**src/rtl/wps_pkg.sv**
```systemverilog
package wps_pkg;

   typedef enum logic [2:0] {
      SQ_IDLE  = 3'd0,
      SQ_K1    = 3'd1,
      SQ_K2    = 3'd2,
      SQ_X3    = 3'd3,
      SQ_X4    = 3'd4,
      SQ_X5    = 3'd5
   } sq_state_t;

   localparam int CK_LEAD   = 0;
   localparam int CK_SECOND = 1;
   localparam int CK_LOCK   = 2;
   localparam int CK_ERASE  = 3;
   localparam int CK_CLEAR  = 4;
   localparam int NUM_CMD   = 5;

endpackage

```
**src/rtl/wps_cmd_decode.sv**
```systemverilog
module wps_cmd_decode
   import wps_pkg::*;
#(
   parameter int ADDR_W = 13,
   parameter int DATA_W = 8,
   parameter logic [ADDR_W-1:0] ADDR_P = 'h1555,
   parameter logic [ADDR_W-1:0] ADDR_Q = 'h0AAA,
   parameter logic [DATA_W-1:0] D_LEAD   = 'hAA,
   parameter logic [DATA_W-1:0] D_SECOND = 'h55,
   parameter logic [DATA_W-1:0] D_LOCK   = 'hA0,
   parameter logic [DATA_W-1:0] D_ERASE  = 'h80,
   parameter logic [DATA_W-1:0] D_CLEAR  = 'h20
) (
   input  logic [ADDR_W-1:0]  addr,
   input  logic [DATA_W-1:0]  data,
   output logic [NUM_CMD-1:0] hit
);

   for (genvar gi = 0; gi < NUM_CMD; gi++) begin : g_cmp
      localparam logic [ADDR_W-1:0] CA = (gi == CK_SECOND) ? ADDR_Q : ADDR_P;
      localparam logic [DATA_W-1:0] CD =
         (gi == CK_LEAD)   ? D_LEAD   :
         (gi == CK_SECOND) ? D_SECOND :
         (gi == CK_LOCK)   ? D_LOCK   :
         (gi == CK_ERASE)  ? D_ERASE  : D_CLEAR;
      assign hit[gi] = (addr == CA) && (data == CD);
   end

endmodule

```
**src/rtl/wps_seq_fsm.sv**
```systemverilog
module wps_seq_fsm
   import wps_pkg::*;
(
   input  logic               clk,
   input  logic               rst_n,
   input  logic               stb,
   input  logic               tmo,
   input  logic [NUM_CMD-1:0] hit,
   output logic               fire_lock,
   output logic               fire_clear
);

   sq_state_t st_q, st_eff, st_nxt;

   // a timeout ends whatever was matched before this cycle's write
   assign st_eff = tmo ? SQ_IDLE : st_q;

   always_comb begin
      st_nxt     = st_eff;
      fire_lock  = 1'b0;
      fire_clear = 1'b0;
      if (stb) begin
         st_nxt = SQ_IDLE;
         unique case (st_eff)
            SQ_IDLE: if (hit[CK_LEAD])   st_nxt = SQ_K1;
            SQ_K1:   if (hit[CK_SECOND]) st_nxt = SQ_K2;
            SQ_K2: begin
               if (hit[CK_LOCK])       fire_lock = 1'b1;
               else if (hit[CK_ERASE]) st_nxt = SQ_X3;
            end
            SQ_X3:   if (hit[CK_LEAD])   st_nxt = SQ_X4;
            SQ_X4:   if (hit[CK_SECOND]) st_nxt = SQ_X5;
            SQ_X5:   if (hit[CK_CLEAR])  fire_clear = 1'b1;
            default: st_nxt = SQ_IDLE;
         endcase
      end
   end

   always_ff @(posedge clk) begin
      if (!rst_n) st_q <= SQ_IDLE;
      else        st_q <= st_nxt;
   end

endmodule

```
**src/rtl/wps_prot_store.sv**
```systemverilog
module wps_prot_store #(
   parameter bit SHIP_PROT = 1'b0
) (
   input  logic clk,
   input  logic rst_n,
   input  logic stb,
   input  logic tmo,
   input  logic prog,
   input  logic fire_lock,
   input  logic fire_clear,
   output logic prot_on,
   output logic permit
);

   // stands in for a non-volatile cell: initial value only, never reset
   logic prot_q = SHIP_PROT;
   logic unlock_q;
   logic unlock_eff;

   always_ff @(posedge clk) begin
      if (rst_n) begin
         if (fire_lock)       prot_q <= 1'b1;
         else if (fire_clear) prot_q <= 1'b0;
      end
   end

   always_ff @(posedge clk) begin
      if (!rst_n)                         unlock_q <= 1'b0;
      else if (fire_lock)                 unlock_q <= 1'b1;
      else if (fire_clear || tmo || prog) unlock_q <= 1'b0;
   end

   assign unlock_eff = unlock_q && !tmo && !prog;
   assign permit     = rst_n && stb && (!prot_q || unlock_eff);
   assign prot_on    = prot_q;

endmodule

```
**src/rtl/wprot_seq.sv**
```systemverilog
module wprot_seq
   import wps_pkg::*;
#(
   parameter int ADDR_W = 13,
   parameter int DATA_W = 8,
   parameter logic [ADDR_W-1:0] ADDR_P = 'h1555,
   parameter logic [ADDR_W-1:0] ADDR_Q = 'h0AAA,
   parameter logic [DATA_W-1:0] D_LEAD   = 'hAA,
   parameter logic [DATA_W-1:0] D_SECOND = 'h55,
   parameter logic [DATA_W-1:0] D_LOCK   = 'hA0,
   parameter logic [DATA_W-1:0] D_ERASE  = 'h80,
   parameter logic [DATA_W-1:0] D_CLEAR  = 'h20,
   parameter bit SHIP_PROT = 1'b0
) (
   input  logic              clk,
   input  logic              rst_n,
   input  logic              wr_stb,
   input  logic [ADDR_W-1:0] wr_addr,
   input  logic [DATA_W-1:0] wr_data,
   input  logic              blc_tmo,
   input  logic              prog_start,
   output logic              wr_permit,
   output logic              prot_on
);

   if (ADDR_W < 2) begin : g_bad_aw
      $error("wprot_seq: ADDR_W too small");
   end
   if (DATA_W < 2) begin : g_bad_dw
      $error("wprot_seq: DATA_W too small");
   end
   if (ADDR_P == ADDR_Q) begin : g_bad_addr
      $error("wprot_seq: command addresses must differ");
   end
   if (D_LOCK == D_ERASE || D_LEAD == D_SECOND) begin : g_bad_code
      $error("wprot_seq: ambiguous command codes");
   end

   logic [NUM_CMD-1:0] hit;
   logic               fire_lock;
   logic               fire_clear;

   wps_cmd_decode #(
      .ADDR_W(ADDR_W), .DATA_W(DATA_W),
      .ADDR_P(ADDR_P), .ADDR_Q(ADDR_Q),
      .D_LEAD(D_LEAD), .D_SECOND(D_SECOND), .D_LOCK(D_LOCK),
      .D_ERASE(D_ERASE), .D_CLEAR(D_CLEAR)
   ) u_dec (
      .addr (wr_addr),
      .data (wr_data),
      .hit  (hit)
   );

   wps_seq_fsm u_fsm (
      .clk        (clk),
      .rst_n      (rst_n),
      .stb        (wr_stb),
      .tmo        (blc_tmo),
      .hit        (hit),
      .fire_lock  (fire_lock),
      .fire_clear (fire_clear)
   );

   wps_prot_store #(.SHIP_PROT(SHIP_PROT)) u_store (
      .clk        (clk),
      .rst_n      (rst_n),
      .stb        (wr_stb),
      .tmo        (blc_tmo),
      .prog       (prog_start),
      .fire_lock  (fire_lock),
      .fire_clear (fire_clear),
      .prot_on    (prot_on),
      .permit     (wr_permit)
   );

endmodule

```
**config.mk**
```make
export PLATFORM = sky130hd
export DESIGN_NAME = wprot_seq
export DESIGN_NICKNAME = d
export VERILOG_FILES = /design/src/rtl/wps_pkg.sv /design/src/rtl/wps_cmd_decode.sv /design/src/rtl/wps_seq_fsm.sv /design/src/rtl/wps_prot_store.sv /design/src/rtl/wprot_seq.sv
export SDC_FILE = /design/constraint.sdc
export NUM_CORES = 1
export LEC_CHECK = 0
export BUFFER_PORTS_ARGS = -buffer_cell sky130_fd_sc_hd__buf_2
export CORE_AREA = 2 2 39 41
export DETAILED_ROUTE_END_ITERATION = 10
export DIE_AREA = 0 0 41 43
export GPL_TIMING_DRIVEN = 0
export PLACE_DENSITY_LB_ADDON = 0.08
export SYNTH_ARGS = -nofsm -noshare
export SYNTH_HDL_FRONTEND = slang
export SYNTH_HIERARCHICAL = 1
export SYNTH_SLANG_ARGS = --single-unit
```
**constraint.sdc**
```tcl
create_clock -name clk -period 1.8 [get_ports clk]
set_clock_uncertainty 0.1 [all_clocks]
set_input_delay 0.27 -clock clk [delete_from_list [all_inputs] [get_ports clk]]
set_output_delay 0.27 -clock clk [all_outputs]
set_load 0.02 [all_outputs]
```
; Yosys cells after proc, flatten, opt, wreduce, memory -nomap -nowiden
; Cells that the tools add are included.
[word_totals]
regBits = 5
memories = 0
output_inout_bits = 2
word_cells = 52
romBits = 0
input_bits = 26
ramBits = 0
latchBits = 0
[classes]
reduce_logical = 19
shift = 0
eq_ne = 12
n_addsub = 0
mul = 0
div = 0
muxes = 18
order_cmp = 0
n_bitwise = 0
[op_table]
columns = op, n
row1 = == test 8 bit (second input constant), 3
row2 = two-way mux 3 bit, 5
row3 = one-hot mux 3 bit (5 select lines), 1
row4 = == test 13 x 12 -> 1 bit (second input constant), 1
row5 = == test 13 bit (second input constant), 1
row6 = two-way mux 1 bit, 10
row7 = logical AND 1 bit, 9
row8 = == test 8 x 6 -> 1 bit (second input constant), 1
row9 = == test 8 x 7 -> 1 bit (second input constant), 1
row10 = == test 3 x 2 -> 1 bit (second input constant), 2
row11 = == test 3 bit (second input constant), 2
row12 = two-way mux 2 bit, 2
row13 = nonzero test 2 bit, 2
row14 = == test 3 x 1 -> 1 bit (second input constant), 1
row15 = zero test 1 bit, 3
row16 = zero test 3 bit, 1
row17 = logical OR 1 bit, 3
row18 = AND reduction 2 bit, 1

; Longest topological paths before layout
[depth]
word_depth = 9
mapped_depth = 7
depth_no_buf = 7

; Modules after synthesis
; Netlist, hierarchy kept.
[modules_own_cells]
columns = module, instances, cells_per_inst, area_each_um2
row1 = wps_seq_fsm, 1, 28, 269.0
row2 = wps_cmd_decode, 1, 24, 190.2
row3 = wps_prot_store, 1, 9, 90.1

; Least setup slack after synthesis
; OpenSTA, ideal clock, no wires.
[synth_path]
path_type = in2reg
startpoint = input port wr_data[1]
endpoint = register u_fsm.st_q[0]
path_buffers = 0
path_slack_ps = 131
required_ps = 1614
cell_stages = 5
arrival_ps = 1482
path_cell_list = or3_1 > nor4_2 > and3b_2 > o21ai_0 > a221oi_2
[synth_between]
word_cells_on_any_way = 14
cone_classes = 4 x eq/ne / 6 x mux / 4 x reduce/logical
[synth_lines]
columns = element, line
row1 = "start, declared", wprot_seq.sv:19  ; input logic [DATA_W-1:0] wr_data,
row2 = == test 8 x 7 -> 1 bit, wps_cmd_decode.sv:26  ; assign hit[gi] = (addr == CA) && (data == CD);
row3 = logical AND 1 bit, wps_cmd_decode.sv:26
row4 = named net hit[1], wprot_seq.sv:39  ; logic [NUM_CMD-1:0] hit;
row5 = two-way mux 3 bit, wps_seq_fsm.sv:32  ; SQ_X4: if (hit[CK_SECOND]) st_nxt = SQ_X5;
row6 = one-hot mux 3 bit (5 select lines), wps_seq_fsm.sv:24  ; unique case (st_eff)
row7 = two-way mux 3 bit, wps_seq_fsm.sv:22  ; if (stb) begin
row8 = "end signal, assigned", wps_seq_fsm.sv:41  ; else st_q <= st_nxt;
row9 = "end, declared", wps_seq_fsm.sv:13  ; sq_state_t st_q, st_eff, st_nxt;
; The timed path passes the listed nets, and every way through them passes these cells.
; A chain may end at the register's enable or synchronous reset.

; Worst setup path after layout
[layout_path]
startpoint = input port wr_addr[1]
endpoint = register u_store.prot_q (netlist: u_store/prot_on), enable pin
[layout_between]
elab_chain_len = 7
word_cells_on_any_way = 11
cone_classes = 1 x eq/ne / 6 x mux / 4 x reduce/logical
[layout_lines]
columns = element, line
row1 = "start, declared", wprot_seq.sv:18  ; input logic [ADDR_W-1:0] wr_addr,
row2 = == test 13 bit, wps_cmd_decode.sv:26
row3 = logical AND 1 bit, wps_cmd_decode.sv:26
row4 = named net hit[4], wprot_seq.sv:39
row5 = two-way mux 1 bit, wps_seq_fsm.sv:33  ; SQ_X5: if (hit[CK_CLEAR]) fire_clear = 1'b1;
row6 = two-way mux 1 bit, wps_seq_fsm.sv:24
row7 = two-way mux 1 bit, wps_seq_fsm.sv:22
row8 = named net fire_clear, wprot_seq.sv:41  ; logic fire_clear;
row9 = nonzero test 2 bit (no source line), -
row10 = AND reduction 2 bit (no source line), -
row11 = "end signal, assigned", wps_prot_store.sv:22  ; if (fire_lock) prot_q <= 1'b1;
row12 = "end signal, assigned", wps_prot_store.sv:23  ; else if (fire_clear) prot_q <= 1'b0;
row13 = "end, declared", wps_prot_store.sv:16  ; logic prot_q = SHIP_PROT;
; The timed path passes the listed nets, and every way through them passes these cells.

==> impl_metrics.json <==
{
  "outcome": "completed",
  "postPlaceCellArea_um2": 704.4,
  "synth_area_um2": 549.3,
  "clk_pin_slew_worst_paths_ns": 0.05,
  "cp_slowest_cell": "nor4bb_1",
  "numCtsBuffers": 3,
  "drtIter0Drc": 8,
  "p_sw_share_pct": 26.90,
  "yosysWarnings": 6,
  "wirelength_um": 1359,
  "initial_core_util_pct": 39.69,
  "ir_worst_vdd_mv": 0.1990,
  "cp_top_family": "simple AND/OR/NAND/NOR gates",
  "fillers": 141,
  "crit_path_max_incr_delay_ns": 0.30,
  "cts_hold_buf": 0,
  "synth_edf_count": 1,
  "clock.fmax_mhz": 603.1,
  "cp_num_buf_inv": 1,
  "worst_slew_pin_slew_ns": 0.3344,
  "synth_common_cells": "dfxtp_1 (4), nand2_1 (4), nand3_1 (4)",
  "coreArea_um2": 1384,
  "p_seq_share_pct": 36.3,
  "grt_pass1_wl_um": 2318,
  "p_comb_share_pct": 20.4,
  "synthDistinctLibCells": 36,
  "synth_nets": 87,
  "grt_usage_pct": 18.98,
  "cts_tree": "built",
  "layout.nets": 119,
  "die_area_um2": 1763,
  "dpl.hpwl_um": 1125,
  "gr-total-overflow": 0,
  "critical_path_arrival_ns": 1.53,
  "wl_per_cell_um": 12.58,
  "ys_seq_elements": 5,
  "crit_required_ns": 1.67,
  "cts_sinks": 5,
  "timing.final.crit_share_pct": 92.12,
  "vias": 625,
  "postLayoutCoreUtil_pct": 54.61,
  "ys.flop_type": "dfxtp_1",
  "maxSlewViolCount": 0,
  "rsz0062_at_grt": "no",
  "placementRows": 14,
  "antenna_found_initial": 0,
  "async_flop_share_pct": 0,
  "post-cts-setup-buffers": 0,
  "final.min_clock_period_ns": 1.658,
  "slew_headroom_pct": 77.70,
  "antennaDiodeCount": 0,
  "min_from": "rst_n",
  "grt_pass1_vias": 582,
  "cellLeakagePower_nw": 0.2775,
  "stdcell_area_um2": 755.7,
  "port-buffer-count": 27,
  "critical_path_class": "input pin to flip-flop",
  "critPathMaxFanout": 4,
  "crit_chain": "buf_2 > nor4bb_1 > nand2_1 > nor4_2 > nand4b_1 > nor2_1 > o21a_1",
  "postRouteAntennaNets": 0,
  "drive_above_1_share_pct": 45.65,
  "hold_viol": 0,
  "r2r-start": "u_fsm/st_q[1]",
  "cts.htree.levels": 1,
  "drc": 0,
  "firstDrtPassIters": 4,
  "chipHeight_um": 43,
  "pre_cts_ws_ns": -0.1449,
  "yosysSeqAreaShare_pct": 20.05,
  "synth_top_cell_by_area": "dfxtp_1",
  "syn_avg_cell_area_um2": 9.005,
  "syn2layout_area_growth_pct": 37.59,
  "pwr-share-clk_pct": 43.2,
  "crit_path_end_kind": "flip-flop",
  "worstHoldPathType": "input pin to flip-flop",
  "cts_resized": 0,
  "clk_latency_ns": 0.25,
  "p_int_mw": 0.2297,
  "whs_ns": 0.2180,
  "p_sw_mw": 0.08453,
  "p_per_area_nw_per_um2": 415.8,
  "synthTopCellsByArea": "dfxtp_1 (15%), nor4b_4 (8.7%), nor4bb_1 (5.5%), edfxtp_1 (5.5%), nor4_2 (4.6%)",
  "clockRootBuffer": "clkbuf_4",
  "max_cap_violations": 0,
  "grt_max_degree": 9,
  "clockBufferDepth": 2,
  "netlist.area_leader.share_pct": 14.58,
  "fin_ws_ns": 0.1419,
  "setup_viol": 0,
  "viasPerCell": 5.787,
  "p_total_mw": 0.3142,
  "place.gp.congestion": 0.6848,
  "io-pin-count": 28,
  "start_kind": "input pin",
  "syn_inst": 61,
  "cp-startpoint": "wr_addr[1]",
  "rrSetupSlack_ns": 0.31,
  "fp.dieW_um": 41
}
## power groups by stage
stage / Sequential (mW) / Combinational (mW) / Clock (mW)
5_1_grt: 0.114 / 0.0712 / 0.148
3_3_place_gp: 0.116 / 0.0616 / 0
6_report: 0.114 / 0.0642 / 0.136
4_1_cts: 0.114 / 0.0623 / 0.140
2_1_floorplan: 0.116 / 0.0182 / 0
3_5_place_dp: 0.116 / 0.0623 / 0
## placed cells by master, fill, tap and decap left out, types with 2 or more instances in the layout
master,n
inv_1,2
or3_1,2
nand2_1,4
o21ai_1,2
nand2b_1,2
nor3_2,2
clkbuf_4,3
nor4b_4,2
nand4_1,2
nor4bb_1,3
nand3_1,4
dfxtp_1,4
nor4b_2,2
buf_2,27
nor2b_1,3
nor2_1,3
## final timing paths
path	to	cells past startpoint
max	u_store/prot_on	7
max reg2reg	u_store/prot_on	3
min	u_store/unlock_q	3
min reg2reg	u_store/unlock_q	2
## layout make-up
cell class / instances / area [um^2] / area share (%)
well taps: 16 / 20.02 / 2.649
multi-input cells: 54 / 456.7 / 60.43
flip-flops and latches: 5 / 110.1 / 14.57
repair buffers: 27 / 135.1 / 17.88
inverters: 2 / 7.507 / 0.9934
clock buffers: 4 / 26.28 / 3.477
## layer usage
layer	GRT usage [%]	vias up	share of wire, %
li1	-	314	-
met4	10.00	0	1.6
met2	32.19	23	51
met3	3.141	2	5.9
met1	20.90	286	42
met5	0	-	0
## through the flow
| step | cells | setup TNS, ns |
|---|---|---|
| CTS | 108 | 0 |
| global placement | 104 | -0.3822 |
| floorplan | 61 | 0 |
| detailed placement | 104 | -0.4188 |
| finish | 108 | 0 |
| global route | 108 | 0 |
## cells by family after synthesis
kind of cell | synth area share, %
buffers and inverters | 1.367
flip-flops | 20.05
AO/OA/AOI/OAI | 16.17
AND/OR/NAND/NOR | 62.41
## sequential cells by signal, summed over array words and instances, names as in the netlist
name and cells:
u_store/prot_on 1, u_fsm/st_q 3, u_store/unlock_q 1
## tightest hold or removal path, cell delays in order
cell     delay (ns)
buf_2          0.14
nand2_1        0.06
o21ai_1        0.05
Note: power is estimated with default switching activity, not from simulation.
